## src/rtl/sercfg_pkg.sv

```systemverilog
package sercfg_pkg;
  typedef enum logic [1:0] {
    SQ_MODE  = 2'd0,
    SQ_SYNC1 = 2'd1,
    SQ_SYNC2 = 2'd2,
    SQ_CMD   = 2'd3
  } seq_state_t;

  typedef struct packed {
    logic [1:0] stop_sync;
    logic       par_even;
    logic       par_en;
    logic [1:0] char_len;
    logic [1:0] baud_sel;
  } mode_word_t;

  localparam int unsigned IRST_BIT     = 6;
  localparam int unsigned SYNC_ONE_BIT = 7;
endpackage

```

## src/rtl/sercfg_decode.sv

```systemverilog
module sercfg_decode (
  input  logic clk,
  input  logic rst_n,
  input  logic cs_n,
  input  logic cd_sel,
  input  logic rd_n,
  input  logic wr_n,
  output logic ctrl_wr_ev,
  output logic data_wr_ev,
  output logic data_rd_ev,
  output logic bus_oe
);
  logic wr_prev_q, rd_prev_q;
  logic wr_ok, rd_ok;

  assign wr_ok  = !cs_n && !wr_n && rd_n;
  assign rd_ok  = !cs_n && !rd_n && wr_n;
  assign bus_oe = rd_ok;

  always_comb begin
    ctrl_wr_ev = wr_ok && wr_prev_q && cd_sel;
    data_wr_ev = wr_ok && wr_prev_q && !cd_sel;
    data_rd_ev = rd_ok && rd_prev_q && !cd_sel;
  end

  always_ff @(posedge clk or negedge rst_n) begin
    if (!rst_n) begin
      wr_prev_q <= 1'b1;
      rd_prev_q <= 1'b1;
    end else begin
      wr_prev_q <= wr_n;
      rd_prev_q <= rd_n;
    end
  end
endmodule

```

## src/rtl/sercfg_seq.sv

```systemverilog
module sercfg_seq
  import sercfg_pkg::*;
#(
  parameter int unsigned DW = 8
) (
  input  logic          clk,
  input  logic          rst_n,
  input  logic          ctrl_wr_ev,
  input  logic [DW-1:0] wdata,
  output logic          ld_mode,
  output logic          ld_sync1,
  output logic          ld_sync2,
  output logic          ld_cmd,
  output logic          cfg_done
);
  seq_state_t state_q, state_d;
  logic       is_sync, one_sync, irst;

  assign is_sync  = (wdata[1:0] == 2'b00);
  assign one_sync = wdata[SYNC_ONE_BIT];
  assign irst     = wdata[IRST_BIT];

  always_comb begin
    state_d  = state_q;
    ld_mode  = 1'b0;
    ld_sync1 = 1'b0;
    ld_sync2 = 1'b0;
    ld_cmd   = 1'b0;
    if (ctrl_wr_ev) begin
      unique case (state_q)
        SQ_MODE: begin
          ld_mode = 1'b1;
          state_d = is_sync ? SQ_SYNC1 : SQ_CMD;
        end
        SQ_SYNC1: begin
          ld_sync1 = 1'b1;
          state_d  = one_sync_q ? SQ_CMD : SQ_SYNC2;
        end
        SQ_SYNC2: begin
          ld_sync2 = 1'b1;
          state_d  = SQ_CMD;
        end
        SQ_CMD: begin
          if (irst) state_d = SQ_MODE;
          else      ld_cmd  = 1'b1;
        end
        default: state_d = SQ_MODE;
      endcase
    end
  end

  logic one_sync_q;
  always_ff @(posedge clk or negedge rst_n) begin
    if (!rst_n) begin
      state_q    <= SQ_MODE;
      one_sync_q <= 1'b0;
    end else begin
      state_q <= state_d;
      if (ld_mode) one_sync_q <= one_sync;
    end
  end

  assign cfg_done = (state_q == SQ_CMD);
endmodule

```

## src/rtl/sercfg_regs.sv

```systemverilog
module sercfg_regs
  import sercfg_pkg::*;
#(
  parameter int unsigned DW = 8
) (
  input  logic          clk,
  input  logic          rst_n,
  input  logic [DW-1:0] wdata,
  input  logic          ld_mode,
  input  logic          ld_sync1,
  input  logic          ld_sync2,
  input  logic          ld_cmd,
  input  logic          ld_tx,
  input  logic          rd_ev,
  output mode_word_t    mode,
  output logic [DW-1:0] sync1,
  output logic [DW-1:0] sync2,
  output logic [DW-1:0] cmd,
  output logic [DW-1:0] txd,
  output logic          cmd_pulse,
  output logic          tx_pulse,
  output logic          rd_pulse
);
  always_ff @(posedge clk or negedge rst_n) begin
    if (!rst_n) begin
      mode  <= '0;
      sync1 <= '0;
      sync2 <= '0;
      cmd   <= '0;
      txd   <= '0;
    end else begin
      if (ld_mode)  mode  <= mode_word_t'(wdata[7:0]);
      if (ld_sync1) sync1 <= wdata;
      if (ld_sync2) sync2 <= wdata;
      if (ld_cmd)   cmd   <= wdata;
      if (ld_tx)    txd   <= wdata;
    end
  end

  always_ff @(posedge clk or negedge rst_n) begin
    if (!rst_n) begin
      cmd_pulse <= 1'b0;
      tx_pulse  <= 1'b0;
      rd_pulse  <= 1'b0;
    end else begin
      cmd_pulse <= ld_cmd;
      tx_pulse  <= ld_tx;
      rd_pulse  <= rd_ev;
    end
  end
endmodule

```

## src/rtl/sercfg_bus_seq.sv

```systemverilog
module sercfg_bus_seq
  import sercfg_pkg::*;
#(
  parameter int unsigned DW = 8
) (
  input  logic          clk,
  input  logic          rst_n,
  input  logic          cs_n,
  input  logic          cd_sel,
  input  logic          rd_n,
  input  logic          wr_n,
  input  logic [DW-1:0] dbus_in,
  output logic [DW-1:0] dbus_out,
  output logic          dbus_oe,
  input  logic [DW-1:0] status_in,
  input  logic [DW-1:0] rxdata_in,
  output logic [DW-1:0] tx_data,
  output logic          tx_load,
  output logic          rx_read,
  output logic [DW-1:0] cmd_word,
  output logic          cmd_load,
  output logic [1:0]    baud_sel,
  output logic [1:0]    char_len,
  output logic          par_en,
  output logic          par_even,
  output logic [1:0]    stop_sync,
  output logic [DW-1:0] sync_char1,
  output logic [DW-1:0] sync_char2,
  output logic          cfg_done
);
  logic       ctrl_wr_ev, data_wr_ev, data_rd_ev;
  logic       ld_mode, ld_sync1, ld_sync2, ld_cmd;
  mode_word_t mode;

  sercfg_decode u_dec (
    .clk(clk), .rst_n(rst_n), .cs_n(cs_n), .cd_sel(cd_sel),
    .rd_n(rd_n), .wr_n(wr_n), .ctrl_wr_ev(ctrl_wr_ev),
    .data_wr_ev(data_wr_ev), .data_rd_ev(data_rd_ev), .bus_oe(dbus_oe)
  );

  sercfg_seq #(.DW(DW)) u_seq (
    .clk(clk), .rst_n(rst_n), .ctrl_wr_ev(ctrl_wr_ev), .wdata(dbus_in),
    .ld_mode(ld_mode), .ld_sync1(ld_sync1), .ld_sync2(ld_sync2),
    .ld_cmd(ld_cmd), .cfg_done(cfg_done)
  );

  sercfg_regs #(.DW(DW)) u_regs (
    .clk(clk), .rst_n(rst_n), .wdata(dbus_in), .ld_mode(ld_mode),
    .ld_sync1(ld_sync1), .ld_sync2(ld_sync2), .ld_cmd(ld_cmd),
    .ld_tx(data_wr_ev), .rd_ev(data_rd_ev), .mode(mode),
    .sync1(sync_char1), .sync2(sync_char2), .cmd(cmd_word), .txd(tx_data),
    .cmd_pulse(cmd_load), .tx_pulse(tx_load), .rd_pulse(rx_read)
  );

  assign dbus_out  = cd_sel ? status_in : rxdata_in;
  assign baud_sel  = mode.baud_sel;
  assign char_len  = mode.char_len;
  assign par_en    = mode.par_en;
  assign par_even  = mode.par_even;
  assign stop_sync = mode.stop_sync;
endmodule

```

## config.mk

```make
export PLATFORM = sky130hd
export DESIGN_NAME = sercfg_bus_seq
export DESIGN_NICKNAME = d
export VERILOG_FILES = /design/src/rtl/sercfg_pkg.sv /design/src/rtl/sercfg_decode.sv /design/src/rtl/sercfg_seq.sv /design/src/rtl/sercfg_regs.sv /design/src/rtl/sercfg_bus_seq.sv
export SDC_FILE = /design/constraint.sdc
export NUM_CORES = 1
export LEC_CHECK = 0
export BUFFER_PORTS_ARGS = -buffer_cell sky130_fd_sc_hd__buf_4
export CAP_MARGIN = 20
export CORE_ASPECT_RATIO = 0.7
export CORE_UTILIZATION = 45
export CTS_CLUSTER_SIZE = 30
export DETAILED_ROUTE_END_ITERATION = 10
export PLACE_DENSITY = 0.85
export SLEW_MARGIN = 40
export SYNTH_ARGS = -nofsm -noshare
export SYNTH_HDL_FRONTEND = slang
export SYNTH_SLANG_ARGS = --single-unit
export TNS_END_PERCENT = 30
```

## constraint.sdc

```tcl
create_clock -name clk -period 3 [get_ports clk]
set_input_delay 0.3 -clock clk [delete_from_list [all_inputs] [get_ports clk]]
set_output_delay 0.3 -clock clk [all_outputs]
set_load 0.01 [all_outputs]
```

==> impl_results.md, run 1 <==
- Status: finished, final reports clean
- Largest net degree at the start of global routing: 48
- CP max stage cell: and3_1
- Final slew viol count: 0
- Post-synthesis sequential area ratio: 57.6%
- Routability congestion estimate: 0.796
- Die width: 82.6 um
- Post-route setup TNS: 0 ns
- Avg Vias per Cell: 4.92
- Sw frac: 28.5%
- Worst R2R Start: u_seq.state_q[1]$_DFFE_PN0P_
- # hold bufs at CTS: 0
- LEAKAGE: 1.51 nW
- Final setup margin: 1.18 ns
- Initial antenna violation count: 0
- Period utilisation layout: 60.8%
- Syn Inst Count: 128
- NumNets Final: 247
- Crit-path cells: ha_1 -> nor2b_1 -> and3_1 -> mux2_4
- Vias in the first global route: 1375
- Logic pwr share: 31.9%
- Clock-pin slew on the worst setup and hold paths: 0.09 ns
- P per Cell Area: 703 nW/um^2
- Hold Vio Cnt, Final: 0
- Antenna Diode Count: 0
- Htree depth: 2
- Area Overhead vs Synth: 37.3%
- Critical Path Source: u_seq.state_q[1]$_DFFE_PN0P_
- Maximum clock frequency: 548 MHz
- Mapped cell area: 2040 um^2
- Worst slew pin tran: 0.601 ns
- Worst Path Arrival: 2.00 ns
- Core Region: 4350 um^2
- Clock Power Share: 24.2%
- Peak supply drop: 0.433 mV
- Final setup violation count: 0
- Setup CP Type: reg2reg
- Cell row count: 20
- Synth cell types: 24
- Clk Latency, worst-skew pair: 0.30 ns
- NetSw: 0.561 mW
- Top Ports: 83
- CTS Buffer Depth: 2
- Final ANT Viol Nets: 0
- Die height: 58.4 um
- Initial core utilization: 47.0%
- Critical path launch point type: register
- Vias: 1318
- Total wire length: 4580 um
- First-pass GRT wire length: 7090 um
- HPWL after detailed placement: 3320 um
- Residual DRC count: 0
- CTS root buf: clkbuf_8
- Slowest cell delay on critical path: 0.54 ns
- Dpl ws: 1.13 ns
- Layout cells sized above 1: 67.1%
- Syn Area/Cell: 16.0 um^2
- Ys flop type: dfrtp_1
- Fin crit period: 1.82 ns
- Final Skew: 0.00813 ns
- Worst Setup End Kind: register
- Post-layout util: 64.5%
- Resized Gates After CTS: 0
- TritonCTS clock tree: yes
- TritonCTS Buffers: 5
- Total gr overflow: 0
- Iter 0 DRT Violations: 57
- DR pass1 iterations: 4
- Net Count, Synth: 163
- Avg WL per Cell: 17.1 um
- Max_slew headroom: 59.9%
- Number of synthesis warnings: 0
- Hold/Removal Path Class: in2async
- Sink Count: 47
- Seq cells post-synth: 47
- Max cap viols: 0
- Post-CTS Setup Inserts: 0
- DIE AREA: 4820 um^2
- Critical Path Fanout Max: 9
- CP required: 3.18 ns
- PortBufs: 82
- P_int: 1.41 mW
- EDFF count, synth: 0
- Seq pwr share: 43.9%
- Total GRT Usage: 20.4%
- RSZ-0062 raised after global routing: no
- Fraction of registers with async set/reset: 100%
## cells by family (layout without fill, tap and decap cells)
| logic type | after synthesis | count (layout) | share of synthesized area (%) |
|---|---|---|---|
| buffers and inverters | 8 | 93 | 2.51 |
| flip-flops | 47 | 47 | 57.6 |
| AO/OA/AOI/OAI | 4 | 4 | 1.41 |
| multiplexers | 48 | 48 | 29.1 |
| adder cells (fa/ha/maj) | 5 | 5 | 3.06 |
| AND/OR/NAND/NOR | 16 | 16 | 6.24 |
## power groups by stage
stage          Sequential [mW]  Combinational [mW]  Clock (mW)
2_1_floorplan            0.917               0.258           0
3_3_place_gp             0.868               0.614           0
3_5_place_dp             0.873               0.631           0
4_1_cts                  0.867               0.634       0.485
5_1_grt                  0.882               0.681       0.516
6_report                 0.866               0.629       0.477
## metrics by stage
stage	std cells	hold slack, ns	total power, mW	instance area [um^2]
final	268	0.000156	1.97	2810
after global routing	268	0.0417	2.08	2810
after CTS	268	0.0159	1.99	2810
after detailed placement	260	0.336	1.50	2690
after global placement	260	0.338	1.48	2690
after floorplan	128	0.00441	1.17	2040
## worst paths after layout
check	endpoint	slack, ns	cells after the start
max reg2reg	u_regs.cmd[3]$_DFFE_PN0P_	1.18	4
min in group clk	u_dec.wr_prev_q$_DFF_PN1_	0.13	1
max in group asynchronous	u_dec.wr_prev_q$_DFF_PN1_	2.61	1
min	u_regs.sync2[4]$_DFFE_PN0P_	0.0002	1
max	u_regs.cmd[3]$_DFFE_PN0P_	1.18	4
min reg2reg	u_regs.cmd[6]$_DFFE_PN0P_	0.51	1
## cells in the final DEF (no fill, tap or decap), types with 2 or more instances in the layout
| cell | count |
|---|---|
| and3b_1 | 2 |
| buf_4 | 82 |
| clkbuf_8 | 6 |
| dfrtp_1 | 45 |
| dfstp_2 | 2 |
| ha_1 | 5 |
| inv_1 | 3 |
| mux2_2 | 32 |
| mux2_4 | 15 |
| nand2b_1 | 2 |
| nand3_2 | 3 |
| nor2b_1 | 3 |
## cell usage after synthesis, types with 2 or more instances
master / n / area share [%]
buf_2: 2 / 0.49
dfstp_2: 2 / 2.6
inv_1: 3 / 0.55
dfrtp_1: 45 / 55
mux2_2: 32 / 18
nand3_2: 3 / 1.5
ha_1: 5 / 3.1
nand2b_1: 2 / 0.61
nor2b_1: 3 / 0.92
buf_6: 2 / 1.1
and3b_1: 2 / 0.86
mux2_4: 15 / 11
## per-layer routing
layer / GRT usage [%] / wire length (um) / vias up / share of wire (%)
met5: 0 / 0 / - / 0
met4: 3.69 / 21 / 0 / 0.46
met3: 7.44 / 326 / 3 / 7.1
met1: 29.3 / 2150 / 655 / 47
li1: - / - / 619 / -
met2: 30.0 / 2080 / 41 / 45
## sequential cells by signal (all words and copies together), names as in the netlist
name	count
u_regs.cmd_pulse	1
u_dec.rd_prev_q	1
u_regs.sync1	8
u_regs.txd	8
u_seq.state_q	2
u_dec.wr_prev_q	1
u_regs.tx_pulse	1
u_regs.rd_pulse	1
u_regs.sync2	8
u_regs.cmd	8
u_regs.mode	8
## cell type report
| type | instances | area, um^2 |
|---|---|---|
| clock inverter | 2 | 35.0 |
| clock buffer | 6 | 82.6 |
| sequential | 47 | 1180 |
| timing repair buffer | 82 | 616 |
| multi-input combinational | 73 | 815 |
| inverter | 3 | 11.3 |
| fill | 345 | 1550 |
| tap | 55 | 68.8 |
## worst max-delay path, delay by kind of cell (launching register included)
kind | cells | cell delay, ns
simple gates | 2 | 0.76
flops | 1 | 0.42
mux | 1 | 0.35
fa+ha+maj | 1 | 0.18
Power figures use the tool's default switching activity.
==> run 2: changes to the inputs <==
==> constraint.sdc (replaced) <==
create_clock -name clk -period 1.9 [get_ports clk]
set_input_delay 0.19 -clock clk [delete_from_list [all_inputs] [get_ports clk]]
set_output_delay 0.19 -clock clk [all_outputs]
set_load 0.01 [all_outputs]
==> impl_results.md, run 2 (same netlist as run 1, synthesis figures left out) <==
- NetSw: 0.868 mW (was 0.561 mW)
- Vias: 1325 (was 1318)
- Initial core utilization: 47.0% (unchanged)
- Met3 Use GR: 8.53% (was 7.44%)
- Cell row count: 20 (unchanged)
- Core Region: 4350 um^2 (unchanged)
- TritonCTS Buffers: 5 (unchanged)
- Resized Gates After CTS: 0 (unchanged)
- Largest net degree at the start of global routing: 48 (unchanged)
- Period utilisation layout: 88.8% (was 60.8%)
- Hold path endpoint: u_dec.wr_prev_q$_DFF_PN1_
- Grt met2 use: 27.7% (was 30.0%)
- Worst Min Path Start: wr_n
- Total GRT Usage: 19.8% (was 20.4%)
- CP Depth: 4 (unchanged)
- Global routing's busiest layer: met1 (was met2)
- DIE AREA: 4820 um^2 (unchanged)
- Fillers: 334 (was 345)
- Antenna Diode Count: 0 (unchanged)
- Hold Path Depth: 1
- Die width: 82.6 um (unchanged)
- CP max stage cell: dfstp_2 (was and3_1)
- Htree depth: 2 (unchanged)
- Vias in the first global route: 1334 (was 1375)
- Sw frac: 27.1% (was 28.5%)
- CP delay by family, top: flip-flops (was simple AND/OR/NAND/NOR gates)
- Initial antenna violation count: 0 (unchanged)
- Final setup margin: 0.213 ns (was 1.18 ns)
- Clock Power Share: 26.6% (was 24.2%)
- Critical Path Source: u_dec.wr_prev_q$_DFF_PN1_ (was u_seq.state_q[1]$_DFFE_PN0P_)
- Seq pwr share: 42.6% (was 43.9%)
- Residual DRC count: 0 (unchanged)
- Final slew viol count: 0 (unchanged)
- Clk Latency, worst-skew pair: 0.29 ns (was 0.30 ns)
- Clock-pin slew on the worst setup and hold paths: 0.08 ns (was 0.09 ns)
- Top Ports: 83 (unchanged)
- FF-to-FF path depth: 4 (unchanged)
- Final setup violation count: 0 (unchanged)
- Maximum clock frequency: 593 MHz (was 548 MHz)
- LEAKAGE: 1.52 nW (was 1.51 nW)
- Die height: 58.4 um (unchanged)
- Hold Vio Cnt, Final: 0 (unchanged)
- Worst R2R Start: u_dec.wr_prev_q$_DFF_PN1_ (was u_seq.state_q[1]$_DFFE_PN0P_)
- Layout cells sized above 1: 66.5% (was 67.1%)
- M1 GR Usage: 29.2% (was 29.3%)
- Critical path launch point type: register (unchanged)
- Total gr overflow: 0 (unchanged)
- HPWL after detailed placement: 3280 um (was 3320 um)
- R2R setup slack: 0.21 ns (was 1.18 ns)
- Most frequent cells in the layout: buf_4 (83), dfrtp_1 (45), mux2_2 (32) (was buf_4 (82), dfrtp_1 (45), mux2_2 (32))
- P per Cell Area: 1130 nW/um^2 (was 703 nW/um^2)
- NumNets Final: 249 (was 247)
- Fin crit period: 1.69 ns (was 1.82 ns)
- PortBufs: 82 (unchanged)
- Dpl ws: 0.231 ns (was 1.13 ns)
- Avg WL per Cell: 16.4 um (was 17.1 um)
- Iter 0 DRT Violations: 55 (was 57)
- Total wire length: 4430 um (was 4580 um)
- Worst slew pin tran: 0.595 ns (was 0.601 ns)
- DR pass1 iterations: 2 (was 4)
- Slowest cell delay on critical path: 0.56 ns (was 0.54 ns)
- Avg Vias per Cell: 4.91 (was 4.92)
- Max cap viols: 0 (unchanged)
- P_int: 2.33 mW (was 1.41 mW)
- Peak supply drop: 0.681 mV (was 0.433 mV)
- CTS root buf: clkbuf_8 (unchanged)
- Commonest non-fill, non-tap cell in the layout: buf_4 (unchanged)
- TritonCTS clock tree: yes (unchanged)
- Hold/Removal Path Class: in2reg (was in2async)
- Critical Path Fanout Max: 9 (unchanged)
- First-pass GRT wire length: 6920 um (was 7090 um)
- Crit-path cells: and3b_1 -> and3_1 -> buf_4 -> mux2_4 (was ha_1 -> nor2b_1 -> and3_1 -> mux2_4)
- Worst Setup End Kind: register (unchanged)
- CP required: 2.08 ns (was 3.18 ns)
- Status: finished, final reports clean (unchanged)
- Final ANT Viol Nets: 0 (unchanged)
- Sink Count: 47 (unchanged)
- Logic pwr share: 30.8% (was 31.9%)
- Setup CP Type: reg2reg (unchanged)
- Worst Path Arrival: 1.87 ns (was 2.00 ns)
- Post-route setup TNS: 0 ns (unchanged)
- Routability congestion estimate: 0.725 (was 0.796)
- RSZ-0062 raised after global routing: no (unchanged)
- Reg-to-reg endpoint: u_regs.cmd[2]$_DFFE_PN0P_ (was u_regs.cmd[3]$_DFFE_PN0P_)
- CTS Buffer Depth: 2 (unchanged)
- Final Skew: 0.00811 ns (was 0.00813 ns)
- Area Overhead vs Synth: 38.9% (was 37.3%)
- Bufs and invs on worst path: 1 (was 0)
- Max_slew headroom: 60.4% (was 59.9%)
- Total power: 3.20 mW (was 1.97 mW)
==> run 2: worst max-delay path by stage <==
| stage | end | slack, ns |
|---|---|---|
| floorplan | u_regs.cmd[0]$_DFFE_PN0P_ | 0.37 |
| global placement | u_regs.txd[0]$_DFFE_PN0P_ | 0.25 |
| detailed placement | u_regs.txd[3]$_DFFE_PN0P_ | 0.23 |
| CTS | u_regs.cmd[2]$_DFFE_PN0P_ | 0.21 |
| global route | u_regs.cmd[2]$_DFFE_PN0P_ | 0.13 |
| finish | u_regs.cmd[2]$_DFFE_PN0P_ | 0.21 |
==> run 2: stage by stage <==
| stage | hold WS [ns] | area, um^2 | cells | util, % |
|---|---|---|---|---|
| global placement | 0.227 | 2700 | 261 | 61.9 |
| global route | 0.00484 | 2840 | 270 | 65.2 |
| detailed placement | 0.232 | 2700 | 261 | 61.9 |
| finish | 0.0182 | 2840 | 270 | 65.2 |
| floorplan | -0.106 | 2040 | 128 | - |
| CTS | 0.0122 | 2840 | 270 | 65.2 |
==> run 2: power groups by stage <==
| stage | logic (mW) | clock network, mW | registers [mW] |
|---|---|---|---|
| after floorplan | 0.407 | 0 | 1.45 |
| after global placement | 0.963 | 0 | 1.38 |
| after detailed placement | 0.993 | 0 | 1.37 |
| after CTS | 0.994 | 0.864 | 1.36 |
| after global routing | 1.07 | 0.894 | 1.39 |
| final | 0.983 | 0.850 | 1.36 |
==> run 2: worst register-to-register path: cells and delay by family (launching register included) <==
family	cells	cell delay, ns
multiplexers	1	0.32
AND/OR/NAND/NOR	2	0.47
buffers and inverters	1	0.22
flip-flops	1	0.56
==> run 2: repair_timing <==
item | in CTS | in global routing
hold endpoints to repair | 45 | 0
setup endpoints to repair | 0 | 0
buffers inserted | 0 | 0
hold buffers | 1 | 0
==> run 2: per-layer routing <==
metal,part of all wire (%),vias up
met3,8.0,3
met2,43,40
met4,0.20,0
met1,48,662
met5,0,-
li1,-,620
==> run 2: final cells by class <==
| cell class | count | area (um^2) | area share, % |
|---|---|---|---|
| clock inverter | 2 | 60.1 | 2.12 |
| sequential | 47 | 1180 | 41.5 |
| timing repair buffer | 84 | 633 | 22.3 |
| inverter | 3 | 11.3 | 0.397 |
| tap | 55 | 68.8 | 2.42 |
| clock buffer | 6 | 72.6 | 2.56 |
| multi-input combinational | 73 | 815 | 28.7 |
==> run 3: changes to the inputs <==
--- a/config.mk
+++ b/config.mk
@@ -8,6 +8,7 @@
 export BUFFER_PORTS_ARGS = -buffer_cell sky130_fd_sc_hd__buf_4
 export CAP_MARGIN = 20
 export CORE_ASPECT_RATIO = 0.7
+export CORE_MARGIN = 8
 export CORE_UTILIZATION = 45
 export CTS_CLUSTER_SIZE = 30
 export DETAILED_ROUTE_END_ITERATION = 10
==> impl_results.md, run 3 (same netlist as run 1, synthesis figures left out) <==
- Status: finished, final reports clean (unchanged)
- Routability congestion estimate: 0.793 (was 0.725)
- Initial antenna violation count: 0 (unchanged)
- Total GRT Usage: 14.8% (was 19.8%)
- Clock-pin slew on the worst setup and hold paths: 0.08 ns (about the same)
- Register area: 1180 um^2 (unchanged)
- Largest net degree at the start of global routing: 48 (unchanged)
- Total gr overflow: 0 (unchanged)
- Resized Gates After CTS: 0 (unchanged)
- Final Skew: 0.00800 ns (was 0.00811 ns)
- Htree depth: 2 (unchanged)
- Worst Path Arrival: 1.87 ns (about the same)
- Hold Vio Cnt, Final: 0 (unchanged)
- Area of the multi-input gates: 815 um^2 (unchanged)
- Final slew viol count: 0 (unchanged)
- P per Cell Area: 1060 nW/um^2 (was 1130 nW/um^2)
- Post-Layout Inst Area: 2800 um^2 (was 2840 um^2)
- Worst Min Path Start: wr_n (unchanged)
- Post-CTS Setup Inserts: 0 (unchanged)
- Die height: 72.4 um (was 58.4 um)
- TritonCTS Buffers: 5 (unchanged)
- Cell row count: 20 (unchanged)
- Peak supply drop: 0.703 mV (was 0.681 mV)
- First-pass GRT wire length: 7820 um (was 6920 um)
- Critical Path Fanout Max: 9 (unchanged)
- Hold/Removal Path Class: in2reg (unchanged)
- Worst slew pin tran: 0.563 ns (was 0.595 ns)
- Clk Latency, worst-skew pair: 0.30 ns (was 0.29 ns)
- Critical Path Source: u_dec.wr_prev_q$_DFF_PN1_ (unchanged)
- Initial core utilization: 47.0% (unchanged)
- Fillers: 338 (was 334)
- NumNets Final: 249 (unchanged)
- Core Region: 4350 um^2 (unchanged)
- Residual DRC count: 0 (unchanged)
- Die width: 96.6 um (was 82.6 um)
- Max cap viols: 0 (unchanged)
- Total wire length: 4850 um (was 4430 um)
- Vias in the first global route: 1461 (was 1334)
- Layout cells sized above 1: 66.5% (unchanged)
- CTS root buf: clkbuf_8 (unchanged)
- CP max stage cell: dfstp_2 (unchanged)
- Vias: 1294 (was 1325)
- Period utilisation layout: 89.1% (was 88.8%)
- Most frequent cells in the layout: buf_4 (83), dfrtp_1 (45), mux2_2 (32) (unchanged)
- CP required: 2.08 ns (about the same)
- Commonest non-fill, non-tap cell in the layout: buf_4 (unchanged)
- DR pass1 iterations: 4 (was 2)
- Worst Setup End Kind: register (unchanged)
- Setup CP Type: reg2reg (unchanged)
- Top Ports: 83 (unchanged)
- Avg Vias per Cell: 4.79 (was 4.91)
- Fin crit period: 1.69 ns (about the same)
- Area Overhead vs Synth: 37.0% (was 38.9%)
- PortBufs: 82 (unchanged)
- Final setup violation count: 0 (unchanged)
- Post-route setup TNS: 0 ns (unchanged)
- Crit-path cells: nand3b_4 -> or3_1 -> mux2_4 (was and3b_1 -> and3_1 -> buf_4 -> mux2_4)
- Iter 0 DRT Violations: 25 (was 55)
- Slowest cell delay on critical path: 0.56 ns (about the same)
- Worst R2R Start: u_dec.wr_prev_q$_DFF_PN1_ (unchanged)
- Max_slew headroom: 62.5% (was 60.4%)
- Sink Count: 47 (unchanged)
- DP Area: 2700 um^2 (unchanged)
- DIE AREA: 6990 um^2 (was 4820 um^2)
- Maximum clock frequency: 591 MHz (was 593 MHz)
- TritonCTS clock tree: yes (unchanged)
- RSZ-0062 raised after global routing: no (unchanged)
- LEAKAGE: 1.50 nW (was 1.52 nW)
- CTS Buffer Depth: 2 (unchanged)
- Final ANT Viol Nets: 0 (unchanged)
- Critical path launch point type: register (unchanged)
- Avg WL per Cell: 18.0 um (was 16.4 um)
- Antenna Diode Count: 0 (unchanged)
- HPWL after detailed placement: 3720 um (was 3280 um)
## run 3: changes by cell type in the layout (fill, tap and decap cells not counted)
cell	delta
clkinv_4	+1
clkbuf_8	+1
bufinv_16	-2
## run 3: worst paths after layout
kind                                               end  slack (ns)  cells past startpoint
min                          u_dec.wr_prev_q$_DFF_PN1_        0.02                      1
max                          u_regs.txd[7]$_DFFE_PN0P_        0.21                      3
max in group asynchronous    u_dec.rd_prev_q$_DFF_PN1_        1.09                      2
min in group asynchronous  u_regs.sync2[2]$_DFFE_PN0P_        0.42                      2
max reg2reg                  u_regs.txd[7]$_DFFE_PN0P_        0.21                      3
min reg2reg                u_regs.sync1[7]$_DFFE_PN0P_        0.52                      1
## run 3: metal layers
layer	vias to the layer above	GRT usage (%)	share of wire (%)
li1	621	-	-
met4	0	4.52	1.1
met3	5	7.53	11
met2	46	21.0	44
met1	622	19.2	45
met5	-	0	0
## run 3: per-stage QoR
stage / worst slack, ns / utilization [%] / total power, mW / cells / hold slack (ns)
finish: 0.207 / 64.3 / 2.98 / 270 / 0.0200
CTS: 0.191 / 64.3 / 3.02 / 270 / 0.00868
floorplan: 0.367 / - / 1.85 / 128 / -0.106
detailed placement: 0.191 / 61.9 / 2.39 / 261 / 0.228
global placement: 0.225 / 61.9 / 2.36 / 261 / 0.229
global route: 0.159 / 64.3 / 3.16 / 270 / 0.00328
## run 3: cell type report
cell class	count	area share, %
repair buffers	84	22.6
clock buffers	7	3.08
well taps	55	2.46
flip-flops and latches	47	42.1
multi-input cells	73	29.1
inverters	3	0.402
clock inverters	1	0.313
## run 3: critical path, delay by kind of cell, from the launching register on
kind,cells,cell delay (ns)
muxes,1,0.38
and+or+nand+nor,2,0.64
DFF,1,0.56
## run 3: power breakdown
part | switching [mW] | total [mW] | internal [mW]
sequential | 0.141 | 1.36 | 1.22
clock | 0.323 | 0.621 | 0.298
combinational | 0.412 | 0.994 | 0.582
total | 0.876 | 2.98 | 2.10
## run 3: repair_timing
action | 4_1_cts | 5_1_grt
endpoints found under the hold margin | 45 | 0
hold buffers | 1 | 0
endpoints found under the setup margin | 0 | 0
